File: config.mk
export PLATFORM = sky130hd
export DESIGN_NAME = boot_scan
export DESIGN_NICKNAME = d
export VERILOG_FILES = /design/src/rtl/boot_pkg.sv /design/src/rtl/boot_crc8.sv /design/src/rtl/boot_rec_store.sv /design/src/rtl/boot_scan.sv
export SDC_FILE = /design/constraint.sdc
export NUM_CORES = 1
export LEC_CHECK = 0
export BUFFER_PORTS_ARGS = -buffer_cell sky130_fd_sc_hd__buf_2
export CORE_MARGIN = 1
export CORE_UTILIZATION = 50
export DETAILED_ROUTE_END_ITERATION = 16
export PLACE_DENSITY = 0.73
export SYNTH_ARGS = -nofsm -noshare
export SYNTH_HDL_FRONTEND = slang
export SYNTH_SLANG_ARGS = --single-unit
export TNS_END_PERCENT = 20
File: constraint.sdc
create_clock -name clk_i -period 3.2 [get_ports clk_i]
set_input_delay 0.16 -clock clk_i [delete_from_list [all_inputs] [get_ports clk_i]]
set_output_delay 0.16 -clock clk_i [all_outputs]
set_load 0.01 [all_outputs]
File: src/rtl/boot_pkg.sv
package boot_pkg;
  typedef enum logic [0:0] {
    ST_IDLE = 1'b0,
    ST_READ = 1'b1
  } scan_state_e;

  localparam int BYTE_W = 8;
endpackage

File: src/rtl/boot_crc8.sv
module boot_crc8 #(
  parameter logic [7:0] POLY = 8'h2F
) (
  input  logic       clk_i,
  input  logic       rst_ni,
  input  logic       clr_i,
  input  logic       en_i,
  input  logic [7:0] data_i,
  output logic [7:0] crc_o
);
  function automatic logic [7:0] crc_step(input logic [7:0] c, input logic [7:0] d);
    logic [7:0] r;
    r = c;
    for (int i = 7; i >= 0; i--) begin
      if (r[7] ^ d[i]) r = {r[6:0], 1'b0} ^ POLY;
      else             r = {r[6:0], 1'b0};
    end
    return r;
  endfunction

  always_ff @(posedge clk_i or negedge rst_ni) begin
    if (!rst_ni)    crc_o <= '0;
    else if (clr_i) crc_o <= '0;
    else if (en_i)  crc_o <= crc_step(crc_o, data_i);
  end


  clr_zero_chk: assert property (@(posedge clk_i) disable iff (!rst_ni)
    clr_i |=> (crc_o == 8'h00));
endmodule

File: src/rtl/boot_rec_store.sv
module boot_rec_store #(
  parameter int REC_LEN = 13,
  localparam int OFF_W  = $clog2(REC_LEN)
) (
  input  logic                   clk_i,
  input  logic                   rst_ni,
  input  logic                   wr_i,
  input  logic [OFF_W-1:0]       wr_idx_i,
  input  logic [7:0]             wr_data_i,
  input  logic                   commit_i,
  output logic [REC_LEN*8-1:0]   live_o
);
  for (genvar k = 0; k < REC_LEN; k++) begin : g_byte
    logic [7:0] shadow_q;
    logic       hit;
    assign hit = wr_i && (wr_idx_i == OFF_W'(k));

    always_ff @(posedge clk_i or negedge rst_ni) begin
      if (!rst_ni) begin
        shadow_q        <= '0;
        live_o[k*8 +: 8] <= '0;
      end else begin
        if (hit) shadow_q <= wr_data_i;
        // last byte arrives in the commit cycle itself
        if (commit_i) live_o[k*8 +: 8] <= hit ? wr_data_i : shadow_q;
      end
    end
  end
endmodule

File: src/rtl/boot_scan.sv
module boot_scan #(
  parameter int ADDR_W      = 8,
  parameter int REC_LEN     = 13,
  parameter int SET_CRC_OFF = 6,
  parameter int NUM_BASES   = 4,
  parameter logic [NUM_BASES*ADDR_W-1:0] BASES = {8'hA0, 8'h80, 8'h40, 8'h00},
  parameter logic [7:0] POLY = 8'h2F
) (
  input  logic                  clk_i,
  input  logic                  rst_ni,
  input  logic                  preset_i,
  output logic                  rd_req_o,
  output logic [ADDR_W-1:0]     rd_addr_o,
  input  logic                  rd_done_i,
  input  logic [7:0]            rd_data_i,
  input  logic                  rd_nack_i,
  output logic                  busy_o,
  output logic                  loaded_o,
  output logic                  err_no,
  output logic [REC_LEN*8-1:0]  cfg_o
);
  import boot_pkg::*;

  localparam int OFF_W = $clog2(REC_LEN);
  localparam int IDX_W = (NUM_BASES > 1) ? $clog2(NUM_BASES) : 1;
  localparam logic [OFF_W-1:0] OFF_A    = OFF_W'(SET_CRC_OFF);
  localparam logic [OFF_W-1:0] OFF_B    = OFF_W'(REC_LEN - 1);
  localparam logic [IDX_W-1:0] IDX_LAST = IDX_W'(NUM_BASES - 1);

  scan_state_e      state_q;
  logic [IDX_W-1:0] base_q;
  logic [OFF_W-1:0] off_q;
  logic             preset_q;
  logic [7:0]       crc_q;

  logic start, take, is_a, is_b, crc_bad, cand_fail, rec_ok, last_base;

  assign start     = preset_q && !preset_i && (state_q == ST_IDLE);
  assign take      = (state_q == ST_READ) && rd_done_i;
  assign is_a      = (off_q == OFF_A);
  assign is_b      = (off_q == OFF_B);
  assign crc_bad   = (is_a || is_b) && (crc_q != ~rd_data_i);
  assign cand_fail = take && (rd_nack_i || crc_bad);
  assign rec_ok    = take && !cand_fail && is_b;
  assign last_base = (base_q == IDX_LAST);

  assign rd_req_o  = (state_q == ST_READ);
  assign busy_o    = (state_q != ST_IDLE);
  assign rd_addr_o = BASES[base_q*ADDR_W +: ADDR_W] + ADDR_W'(off_q);

  boot_crc8 #(.POLY(POLY)) i_crc (
    .clk_i  (clk_i),
    .rst_ni (rst_ni),
    .clr_i  (start || cand_fail || (take && is_a)),
    .en_i   (take && !is_a && !is_b),
    .data_i (rd_data_i),
    .crc_o  (crc_q)
  );

  boot_rec_store #(.REC_LEN(REC_LEN)) i_store (
    .clk_i     (clk_i),
    .rst_ni    (rst_ni),
    .wr_i      (take && !rd_nack_i),
    .wr_idx_i  (off_q),
    .wr_data_i (rd_data_i),
    .commit_i  (rec_ok),
    .live_o    (cfg_o)
  );

  always_ff @(posedge clk_i or negedge rst_ni) begin
    if (!rst_ni) begin
      state_q  <= ST_IDLE;
      base_q   <= '0;
      off_q    <= '0;
      preset_q <= 1'b0;
      loaded_o <= 1'b0;
      err_no   <= 1'b1;
    end else begin
      preset_q <= preset_i;
      case (state_q)
        ST_IDLE: if (start) begin
          state_q <= ST_READ;
          base_q  <= '0;
          off_q   <= '0;
        end
        ST_READ: if (take) begin
          if (cand_fail) begin
            off_q <= '0;
            if (last_base) begin
              state_q  <= ST_IDLE;
              loaded_o <= 1'b0;
              err_no   <= 1'b0;
            end else begin
              base_q <= base_q + IDX_W'(1);
            end
          end else if (rec_ok) begin
            state_q  <= ST_IDLE;
            loaded_o <= 1'b1;
            err_no   <= 1'b1;
          end else begin
            off_q <= off_q + OFF_W'(1);
          end
        end
        default: state_q <= ST_IDLE;
      endcase
    end
  end


  req_in_scan_chk: assert property (@(posedge clk_i) disable iff (!rst_ni)
    rd_req_o |-> busy_o);

  addr_hold_chk: assert property (@(posedge clk_i) disable iff (!rst_ni)
    (rd_req_o && !rd_done_i) |=> (rd_req_o && $stable(rd_addr_o)));

  start_first_base_chk: assert property (@(posedge clk_i) disable iff (!rst_ni)
    start |=> (rd_req_o && rd_addr_o == BASES[ADDR_W-1:0]));

  loaded_no_err_chk: assert property (@(posedge clk_i) disable iff (!rst_ni)
    loaded_o |-> err_no);

  cfg_hold_chk: assert property (@(posedge clk_i) disable iff (!rst_ni)
    !rec_ok |=> $stable(cfg_o));
endmodule

==> impl_metrics.tcl, run 1 <==
set metrics [dict create \
    final_cells 930 \
    numCtsBuffers 23 \
    clock_latency_ns 0.50 \
    syn_area_per_cell_um2 15.5 \
    crit_path_end_kind "flop" \
    grt_usage_pct 21.2 \
    clkTransAtPathRegs_ns 0.06 \
    via_count 4960 \
    cts_tree "built" \
    core_area_mm2 0.0168 \
    globalplace.congestion 0.852 \
    layout-drive-gt1-share_pct 49.3 \
    worstHoldPathType "in2reg" \
    leakagePower_nw 5.50 \
    syn_nets 580 \
    fin_crit_sh_pct 84.1 \
    crit_path_start_kind "flop" \
    diodes 0 \
    synthCells 560 \
    die_x_um 134 \
    grt_pass1_vias 5353 \
    async_flop_share_pct 100 \
    synth_edf_count 0 \
    p_total_mw 7.33 \
    dr.first_iter.drc_count 256 \
    areaGrowthSynthToFinish_pct 18.9 \
    globalRoute.totalOverflow 0 \
    peakVddDrop_mv 0.428 \
    rsz0062_at_grt "no" \
    min_period_ns 2.69 \
    drc 0 \
    viasPerCell 5.33 \
    yosysSeqAreaShare_pct 62.9 \
    yosysWarningCount 0 \
    grt_max_degree 117 \
    setup_tns_ns 0 \
    cts_buffer_depth 3 \
    antenna_found_initial 0 \
    dieArea_mm2 0.0179 \
    status "finished clean" \
    post-place-ws_ns 0.409 \
    cp.arrival_ns 3.06 \
    dp_hpwl_um 11500 \
    numClockSinks 218 \
    slew_headroom_pct 43.0 \
    post_cts_buffers 0 \
    grt_pass1_wl_um 29400 \
    worst_pin_slew_ns 0.855 \
    synth_cell_types 38 \
    cp.required_ns 3.57 \
    wirelength_um 17800 \
    postRouteAntennaNets 0 \
    postLayoutCoreUtil_pct 61.5 \
    nets 713 \
    finalHoldViolCount 0 \
    syn_area_mm2 0.00867 \
    ios 129 \
    io_buffers 127 \
    routedWlPerCell_um 19.1 \
    drt_pass1_iterations 4 \
    synth-seq-cells 218 \
    slew_viol_final 0 \
    setup_viol 0 \
    max_freq_mhz 372 \
    htree_levels 1 \
    fin_skew_ns 0.0167 \
    p_per_area_mw_per_mm2 711 \
    root_buffer "clkbuf_16" \
    path_max_fanout 32 \
    rows 47 \
    dpl.cell_count 886 \
    floorplan.initialDensity_pct 51.7 \
    synthFlopType "dfrtp_1" \
    critPathKind "reg2reg" \
    worst_slack_ns 0.509 \
    max-cap-violations 0 \
    die_h_um 134 \
    n_fill_cell 1286 \
]
-- cell families after synthesis --
logic type / synth area share (%)
AO/OA/AOI/OAI: 1.43
XOR/XNOR: 3.07
adder cells (fa/ha/maj): 1.01
buffers and inverters: 1.98
flip-flops: 62.9
other: 0.0432
AND/OR/NAND/NOR: 3.22
multiplexers: 26.3
-- registers in the layout (all words and copies together), names as in the netlist --
register,flops
i_store.live_o,104
i_crc.crc_o,8
busy_o,1
base_q,2
preset_q,1
err_no,1
off_q,4
i_store.g_byte.shadow_q,96
loaded_o,1
-- through the flow --
stage | cell area (µm²) | hold WS (ns)
2_1_floorplan | 8670 | -0.136
3_3_place_gp | 9540 | 0.275
3_5_place_dp | 9540 | 0.288
4_1_cts | 10300 | 0.0576
5_1_grt | 10300 | 0.0786
6_report | 10300 | 0.0725
-- critical path: stages (launching register included) --
cell     delay (ns)
dfrtp_1        0.39
xor2_1         0.28
ha_1           0.20
or4b_1         0.50
nor4_4         0.31
buf_4          0.48
mux2_2         0.39
-- path summary, 6_finish.rpt --
path / startpoint / to / slack [ns] / cells past startpoint
max: i_crc.crc_o[6] / i_store.live_o[61] / 0.51 / 6
min: rd_done_i / err_no / 0.07 / 3
max reg2reg: i_crc.crc_o[6] / i_store.live_o[61] / 0.51 / 6
min reg2reg: i_store.live_o[101] / i_store.live_o[101] / 0.48 / 1
max in group asynchronous: rst_ni / i_store.g_byte[3].shadow_q[1] / 1.99 / 3
min in group asynchronous: rst_ni / i_store.live_o[17] / 0.31 / 2
-- layer usage --
layer / part of all wire, % / global-route usage, %
met1: 45 / 29.5
met2: 48 / 34.0
met3: 4.2 / 3.27
met4: 2.8 / 7.13
met5: 0 / 0
-- placed cells by master, fill, tap and decap left out, drive strengths merged, types with 2 or more instances in the layout --
master,Yosys,routed
dlygate4sd3,0,2
o22ai,7,7
nor3,3,3
o21ba,2,2
a21oi,3,3
xor2,9,9
nand2,9,9
clkbuf,15,37
xor3,2,2
clkinv,0,2
ha,7,7
buf,15,136
nor2,9,9
or4b,2,2
nand2b,2,2
nand3,15,15
mux2,201,201
dfrtp,217,217
xnor2,16,16
mux2i,2,2
inv,6,7
a21o,2,2
-- cells in the mapped netlist, types with 2 or more instances --
cell	n	area (µm²)
dfrtp_1	217	5430
mux2_2	174	1960
mux2_1	27	304
xnor2_1	16	140
clkbuf_1	15	56.3
nand3_1	15	75.1
nand2_1	9	33.8
nor2_1	9	33.8
xor2_1	9	78.8
buf_2	8	40.0
buf_4	7	52.6
ha_1	7	87.6
o22ai_1	7	43.8
inv_1	6	22.5
a21oi_1	3	15.0
nor3_1	3	15.0
a21o_1	2	15.0
mux2i_1	2	20.0
nand2b_1	2	12.5
o21ba_2	2	20.0
or4b_1	2	20.0
xor3_1	2	47.6
-- power breakdown --
part / switching [mW] / total (mW) / internal, mW
logic: 0.717 / 1.42 / 0.705
clock network: 1.02 / 2.59 / 1.57
registers: 0.163 / 3.31 / 3.15
-- area by class of cell --
cell class,count,area [µm²],area share [%]
repair buffers,138,758,7.35
clock inverters,5,56.3,0.546
multi-input cells,306,3040,29.5
clock buffers,37,698,6.77
inverters,6,22.5,0.218
flip-flops and latches,218,5460,52.9
well taps,220,275,2.67
-- timing repair --
item | CTS | global route
hold endpoints to repair | 114 | 0
resized for setup | 0 | 0
hold buffers | 2 | 0
(Power assumes the default switching activity.)
==> run 2, diff against run 1 <==
--- a/config.mk
+++ b/config.mk
@@ -9,7 +9,7 @@
 export CORE_MARGIN = 1
 export CORE_UTILIZATION = 50
 export DETAILED_ROUTE_END_ITERATION = 16
-export PLACE_DENSITY = 0.73
+export PLACE_DENSITY = 0.76
 export SYNTH_ARGS = -nofsm -noshare
 export SYNTH_HDL_FRONTEND = slang
 export SYNTH_SLANG_ARGS = --single-unit
==> constraint.sdc (replaced) <==
create_clock -name clk_i -period 2.4 [get_ports clk_i]
set_input_delay 0.12 -clock clk_i [delete_from_list [all_inputs] [get_ports clk_i]]
set_output_delay 0.12 -clock clk_i [all_outputs]
set_load 0.01 [all_outputs]
==> run 2 against run 1 <==
- the run now ends with setup timing left
- combinational power increased by 46%
- sequential power is 34% higher
- global-route usage is 0.75 points higher
==> impl_metrics.tcl, run 2 (synthesis gave the netlist of run 1 again) <==
set metrics [dict create \
    rr_endpoint "i_store.live_o[40]" \
    cp_top_family "simple AND/OR/NAND/NOR gates" \
    worstSetupPathDepth 7 \
    nets 745 \
    drc 0 \
    slew_headroom_pct 58.4 \
    die_x_um 134 \
    dr.first_iter.drc_count 198 \
    worst_path_max_delay_cell "or4b_4" \
    regArea_mm2 0.00546 \
    numClockSinks 218 \
    dp_hpwl_um 12500 \
    worst_slack_ns -0.00452 \
    reg2reg_depth 7 \
    areaGrowthSynthToFinish_pct 22.9 \
    floorplan.initialDensity_pct 51.7 \
    multi_input_area_mm2 0.00309 \
    crit_buf_inv 2 \
    p_per_area_mw_per_mm2 915 \
    io_buffers 127 \
    grtUsageMet2_pct 37.9 \
    place_area_mm2 0.00981 \
    htree_levels 1 \
    via_count 5111 \
    postRouteAntennaNets 0 \
    endpoint "i_store.live_o[40]" \
    met3_usage_pct 3.81 \
    worstHoldPathType "in2async" \
    gr-max-usage-layer "met2" \
    slew_viol_final 0 \
    crit_path_end_kind "flop" \
    rows 47 \
    peakVddDrop_mv 0.565 \
    routedWlPerCell_um 19.6 \
    grt_usage_pct 21.9 \
    path_max_fanout 16 \
    cp.arrival_ns 2.78 \
    cts_buffer_depth 3 \
    clock_latency_ns 0.49 \
    leakagePower_nw 5.67 \
    ios 129 \
    worstReg2RegStart "i_crc.crc_o[6]" \
    final_cell_mix "dfrtp_1, mux2_2, buf_2" \
    max_freq_mhz 416 \
    globalRoute.totalOverflow 0 \
    clkTransAtPathRegs_ns 0.06 \
    max-cap-violations 0 \
    n_fill_cell 1218 \
    min_period_ns 2.40 \
    grt_use_met1_pct 28.2 \
    fin_skew_ns 0.00674 \
    rsz0062_at_grt "yes" \
    antenna_found_initial 0 \
    globalplace.congestion 0.874 \
    core_area_mm2 0.0168 \
    diodes 0 \
    wirelength_um 18700 \
    die_h_um 134 \
    viasPerCell 5.35 \
    numCtsBuffers 22 \
    status "complete, but fails checks" \
    layout-drive-gt1-share_pct 52.7 \
    crit_path_start_kind "flop" \
    grt_max_degree 110 \
    fin_area_mm2 0.0107 \
    largest_reg_flops 104 \
    cts_tree "built" \
    dieArea_mm2 0.0179 \
    setup_tns_ns -0.00519 \
    cp_common_cell "buf_12" \
    grt_pass1_wl_um 30500 \
    r2r_slack_ns -0.005 \
    crit_path_start "i_crc.crc_o[6]" \
    hold_ws_ns 0.0155 \
    crit_path_max_incr_delay_ns 0.47 \
    top_regs "i_store.live_o x104, i_store.g_byte.shadow_q x96, i_crc.crc_o x8" \
    grt_pass1_vias 5576 \
    root_buffer "clkbuf_16" \
    fin_crit_sh_pct 100 \
    critPathKind "reg2reg" \
    final_common_cell "dfrtp_1" \
    largest-register "i_store.live_o" \
    violations "setup timing" \
    setup_viol 2 \
    finalHoldViolCount 0 \
    path_cells "xor2_2 -> ha_1 -> or4b_4 -> nor4_4 -> buf_12 -> buf_12 -> mux2_2" \
    drt_pass1_iterations 4 \
    cp.required_ns 2.77 \
    worst_pin_slew_ns 0.624 \
]
==> run 2: cell types whose count changed in the layout (fill, tap and decap cells not counted), moves of 2 or more <==
cell       previous run  this run
buf_12                2         8
buf_4                 7        31
clkbuf_1              7         4
clkbuf_16            23        25
clkbuf_8              7         4
mux2_1               27        22
mux2_4                0         5
or4b_1                2         0
or4b_4                0         2
==> run 2: stage by stage <==
stage	power [mW]	util [%]	worst slack (ns)	cells
after floorplan	5.91	-	-0.0211	560
after global placement	6.36	58.6	-0.0135	913
after detailed placement	6.49	58.6	-0.0522	913
after CTS	9.81	62.9	0.00134	951
after global routing	10.2	63.6	-0.0820	956
final	9.75	63.6	-0.00452	956
==> run 2: power by group <==
group          switching [mW]  total [mW]  internal, mW
clock network            1.30        3.27          1.97
logic                    1.03        2.07          1.04
registers               0.213        4.42          4.20
total                    2.55        9.75          7.20
==> run 2: worst min path at each step <==
stage	endpoint	slack (ns)	cells past startpoint
3_3_place_gp	i_store.live_o[21]	-0.07	1
3_5_place_dp	i_store.g_byte[2].shadow_q[4]	-0.06	1
6_report	i_store.live_o[20]	0.02	2
4_1_cts	i_store.g_byte[1].shadow_q[6]	0.005	2
5_1_grt	i_store.live_o[20]	0.01	2
2_1_floorplan	base_q[0]	-0.18	0
==> run 2: cell type report <==
type                            count  share of cell area [%]
Tap cell                          220                    2.58
Clock buffer                       31                    6.06
Inverter                            6                   0.211
Multi-Input combinational cell    306                    29.0
Timing Repair Buffer              171                    10.5
Clock inverter                      4                   0.458
Sequential cell                   218                    51.2
==> run 2: repair_timing <==
item	CTS	global route
endpoints found under the hold margin	219	0
pin swaps	1	0
hold buffers	2	0
gates cloned	0	2
setup endpoints to repair	88	100
buffers inserted	1	3
resized for setup	0	8
==> run 2: routing by layer <==
layer,wire length [µm],part of all wire [%]
met1,7930,42
met2,9470,51
met3,838,4.5
met4,501,2.7
met5,0,0
==> run 3, diff against run 2 <==
--- a/config.mk
+++ b/config.mk
@@ -7,10 +7,11 @@
 export LEC_CHECK = 0
 export BUFFER_PORTS_ARGS = -buffer_cell sky130_fd_sc_hd__buf_2
 export CORE_MARGIN = 1
-export CORE_UTILIZATION = 50
+export CORE_UTILIZATION = 52
 export DETAILED_ROUTE_END_ITERATION = 16
-export PLACE_DENSITY = 0.76
+export PLACE_DENSITY = 0.78
 export SYNTH_ARGS = -nofsm -noshare
 export SYNTH_HDL_FRONTEND = slang
+export SYNTH_HIERARCHICAL = 1
 export SYNTH_SLANG_ARGS = --single-unit
 export TNS_END_PERCENT = 20
==> run 3 against run 2 <==
- the run now ends clean
- synthesized cell count up 74%
- routed wire length grew 36%
- clock power grew 9.2%
- combinational power grew 56%
- non-clock buffer count rose by 4
- final area is 9.4% higher
- register-to-register slack better by 0.19 ns
- die area increased by 10%
- setup slack improved by 0.19 ns
- maximum frequency rose by 8.7%
- first-iteration DRC count rose to 3.5 times the previous value
- critical path depth shrank 2
- critical endpoint is now i_store/live_o[48]
- largest cell class unchanged
- largest power group unchanged
- highest routed layer unchanged
==> impl_metrics.tcl, run 3 <==
set metrics [dict create \
    syn_area_per_cell_um2 10.2 \
    ys_top_cells_by_count "dfrtp_1, nor2_1, nand2_1" \
    worstHoldPathType "in2reg" \
    rsz0062_at_grt "no" \
    grt_pass1_wl_um 40900 \
    p_switching_mw 3.67 \
    cp.arrival_ns 2.59 \
    async_flop_share_pct 100 \
    internal-power_mw 7.81 \
    diodes 0 \
    worst_pin_slew_ns 1.19 \
    setup_viol 0 \
    max-cap-violations 0 \
    numCtsBuffers 24 \
    fin_skew_ns 0.0112 \
    numClockSinks 226 \
    yosysWarningCount 6 \
    die_x_um 140 \
    dp_hpwl_um 16000 \
    max_freq_mhz 452 \
    regArea_mm2 0.00566 \
    setup_tns_ns 0 \
    synth-seq-cells 226 \
    dr.first_iter.drc_count 699 \
    root_buffer "clkbuf_16" \
    globalRoute.totalOverflow 0 \
    nets 1109 \
    grt_usage_pct 26.4 \
    wl_met3_um 1680 \
    htree_levels 1 \
    fin_crit_sh_pct 92.2 \
    slew_viol_final 0 \
    status "finished clean" \
    postLayoutCoreUtil_pct 62.3 \
    worst_slack_ns 0.188 \
    final_cell_mix "dfrtp_1, buf_2, nor2_1" \
    layout-drive-gt1-share_pct 23.3 \
    grt_max_degree 79 \
    floorplan.initialDensity_pct 53.1 \
    die_h_um 140 \
    core_area_mm2 0.0187 \
    routedWlPerCell_um 19.1 \
    synth.top_cell.area_share_pct 56.7 \
    power_frac_comb_pct 28.2 \
    peakVddDrop_mv 0.797 \
    cts_tree "built" \
    wirelength_um 25600 \
    crit_path_start_kind "flop" \
    ios 129 \
    slew_headroom_pct 20.8 \
    antenna_found_initial 0 \
    path_max_fanout 18 \
    wl_met2_um 12300 \
    critPathKind "reg2reg" \
    wl_met1_um 11000 \
    final_common_cell "dfrtp_1" \
    clkTransAtPathRegs_ns 0.06 \
    synth_edf_count 0 \
    synth.most_common_cell "dfrtp_1" \
    n_fill_cell 1530 \
    post-place-ws_ns 0.267 \
    yosysTopAreaCell "dfrtp_1" \
    syn_area_mm2 0.00993 \
    syn_nets 990 \
    areaGrowthSynthToFinish_pct 17.3 \
    cts_buffer_depth 3 \
    globalplace.congestion 0.821 \
    crit_path_end_kind "flop" \
    topRoutingLayerUsed "met4" \
    cp.required_ns 2.78 \
    viasPerCell 5.96 \
    swShare_pct 32.0 \
    via_count 7989 \
    post_cts_buffers 0 \
    synthCells 972 \
    dieArea_mm2 0.0197 \
    multi_input_area_mm2 0.00381 \
    clock_latency_ns 0.51 \
    min_period_ns 2.21 \
    leakagePower_nw 5.97 \
    io_buffers 127 \
    synthFlopType "dfrtp_1" \
    p_per_area_mw_per_mm2 985 \
    top_regs "i_store/g_byte.shadow_q x104, i_store/live_o x104, i_crc/crc_o x8" \
    finalHoldViolCount 0 \
    synthTopCellsByArea "dfrtp_1, a31oi_1, o21ai_0" \
    rows 50 \
    drt_pass1_iterations 6 \
    synth_cell_types 61 \
    seqPwrFrac_pct 40.7 \
    drc 0 \
    grt_pass1_vias 7718 \
    clkPwrFrac_pct 31.1 \
    postRouteAntennaNets 0 \
    yosysSeqAreaShare_pct 56.9 \
]
[run 3: changes by cell type after synthesis, sizes merged, moves of 6 or more]
cell / previous run / this run
clkbuf: 15 / 37
nand2: 9 / 105
o21ai: 1 / 122
xor2: 9 / 3
mux2: 201 / 2
a21oi: 3 / 21
o22ai: 7 / 0
dfrtp: 217 / 225
buf: 15 / 45
nand3: 15 / 98
nor2: 9 / 115
xnor2: 16 / 26
a31oi: 0 / 97
o21a: 0 / 7
[run 3: cell families after synthesis]
family	count (synthesis)	synth area share, %
AO/OA/AOI/OAI	261	16.0
buffers and inverters	87	4.87
other	1	0.0378
AND/OR/NAND/NOR	352	16.5
adder cells (fa/ha/maj)	5	0.630
XOR/XNOR	35	4.46
multiplexers	5	0.529
flip-flops	226	56.9
[run 3: worst max-delay path: stages (launching register included)]
cell,delay (ns)
dfrtp_1,0.48
and3b_2,0.27
buf_4,0.23
nand3_1,0.46
o21ai_0,0.48
a31oi_1,0.16
[run 3: area by class of cell]
class / instances / area share, %
inverters: 5 / 0.161
repair buffers: 175 / 9.58
clock buffers: 34 / 5.92
clock inverters: 8 / 0.558
flip-flops and latches: 226 / 48.6
multi-input cells: 659 / 32.7
well taps: 234 / 2.51
[run 3: final timing paths]
check                                              start                       endpoint  slack (ns)  depth (start not counted)
hold reg to reg            i_store/g_byte[0].shadow_q[6]  i_store/g_byte[0].shadow_q[6]        0.48                          2
setup reg to reg                                  busy_o             i_store/live_o[48]        0.19                          5
min in group asynchronous                         rst_ni             i_store/live_o[30]        0.18                          2
hold / removal                                 rd_done_i                       loaded_o        0.06                          3
max in group asynchronous                         rst_ni                         err_no        1.48                          3
setup / recovery                                  busy_o             i_store/live_o[48]        0.19                          5
[run 3: repair_timing]
item,4_1_cts,5_1_grt
endpoints found under the hold margin,77,0
hold buffers,4,0
gates resized for setup,0,0
[run 3: routing by layer]
layer | vias up | global-route usage (%)
li1 | 3641 | -
met1 | 3998 | 37.4
met2 | 303 | 42.4
met3 | 47 | 3.42
met4 | 0 | 8.39
met5 | - | 0
[run 3: power by group through the flow]
stage	sequential (mW)	combinational [mW]	clock (mW)
after floorplan	4.70	2.42	0
after global placement	4.69	3.10	0
after detailed placement	4.74	3.18	0
after CTS	4.67	3.22	3.63
after global routing	4.73	3.52	3.77
final	4.67	3.23	3.57
[run 3: stage by stage]
stage | cell area, µm² | cells | hold slack, ns | power, mW
after floorplan | 9930 | 972 | -0.176 | 7.11
after global placement | 10900 | 1295 | 0.150 | 7.79
after detailed placement | 10900 | 1295 | 0.143 | 7.92
after CTS | 11700 | 1341 | 0.0505 | 11.5
after global routing | 11700 | 1341 | 0.0868 | 12.0
final | 11700 | 1341 | 0.0601 | 11.5
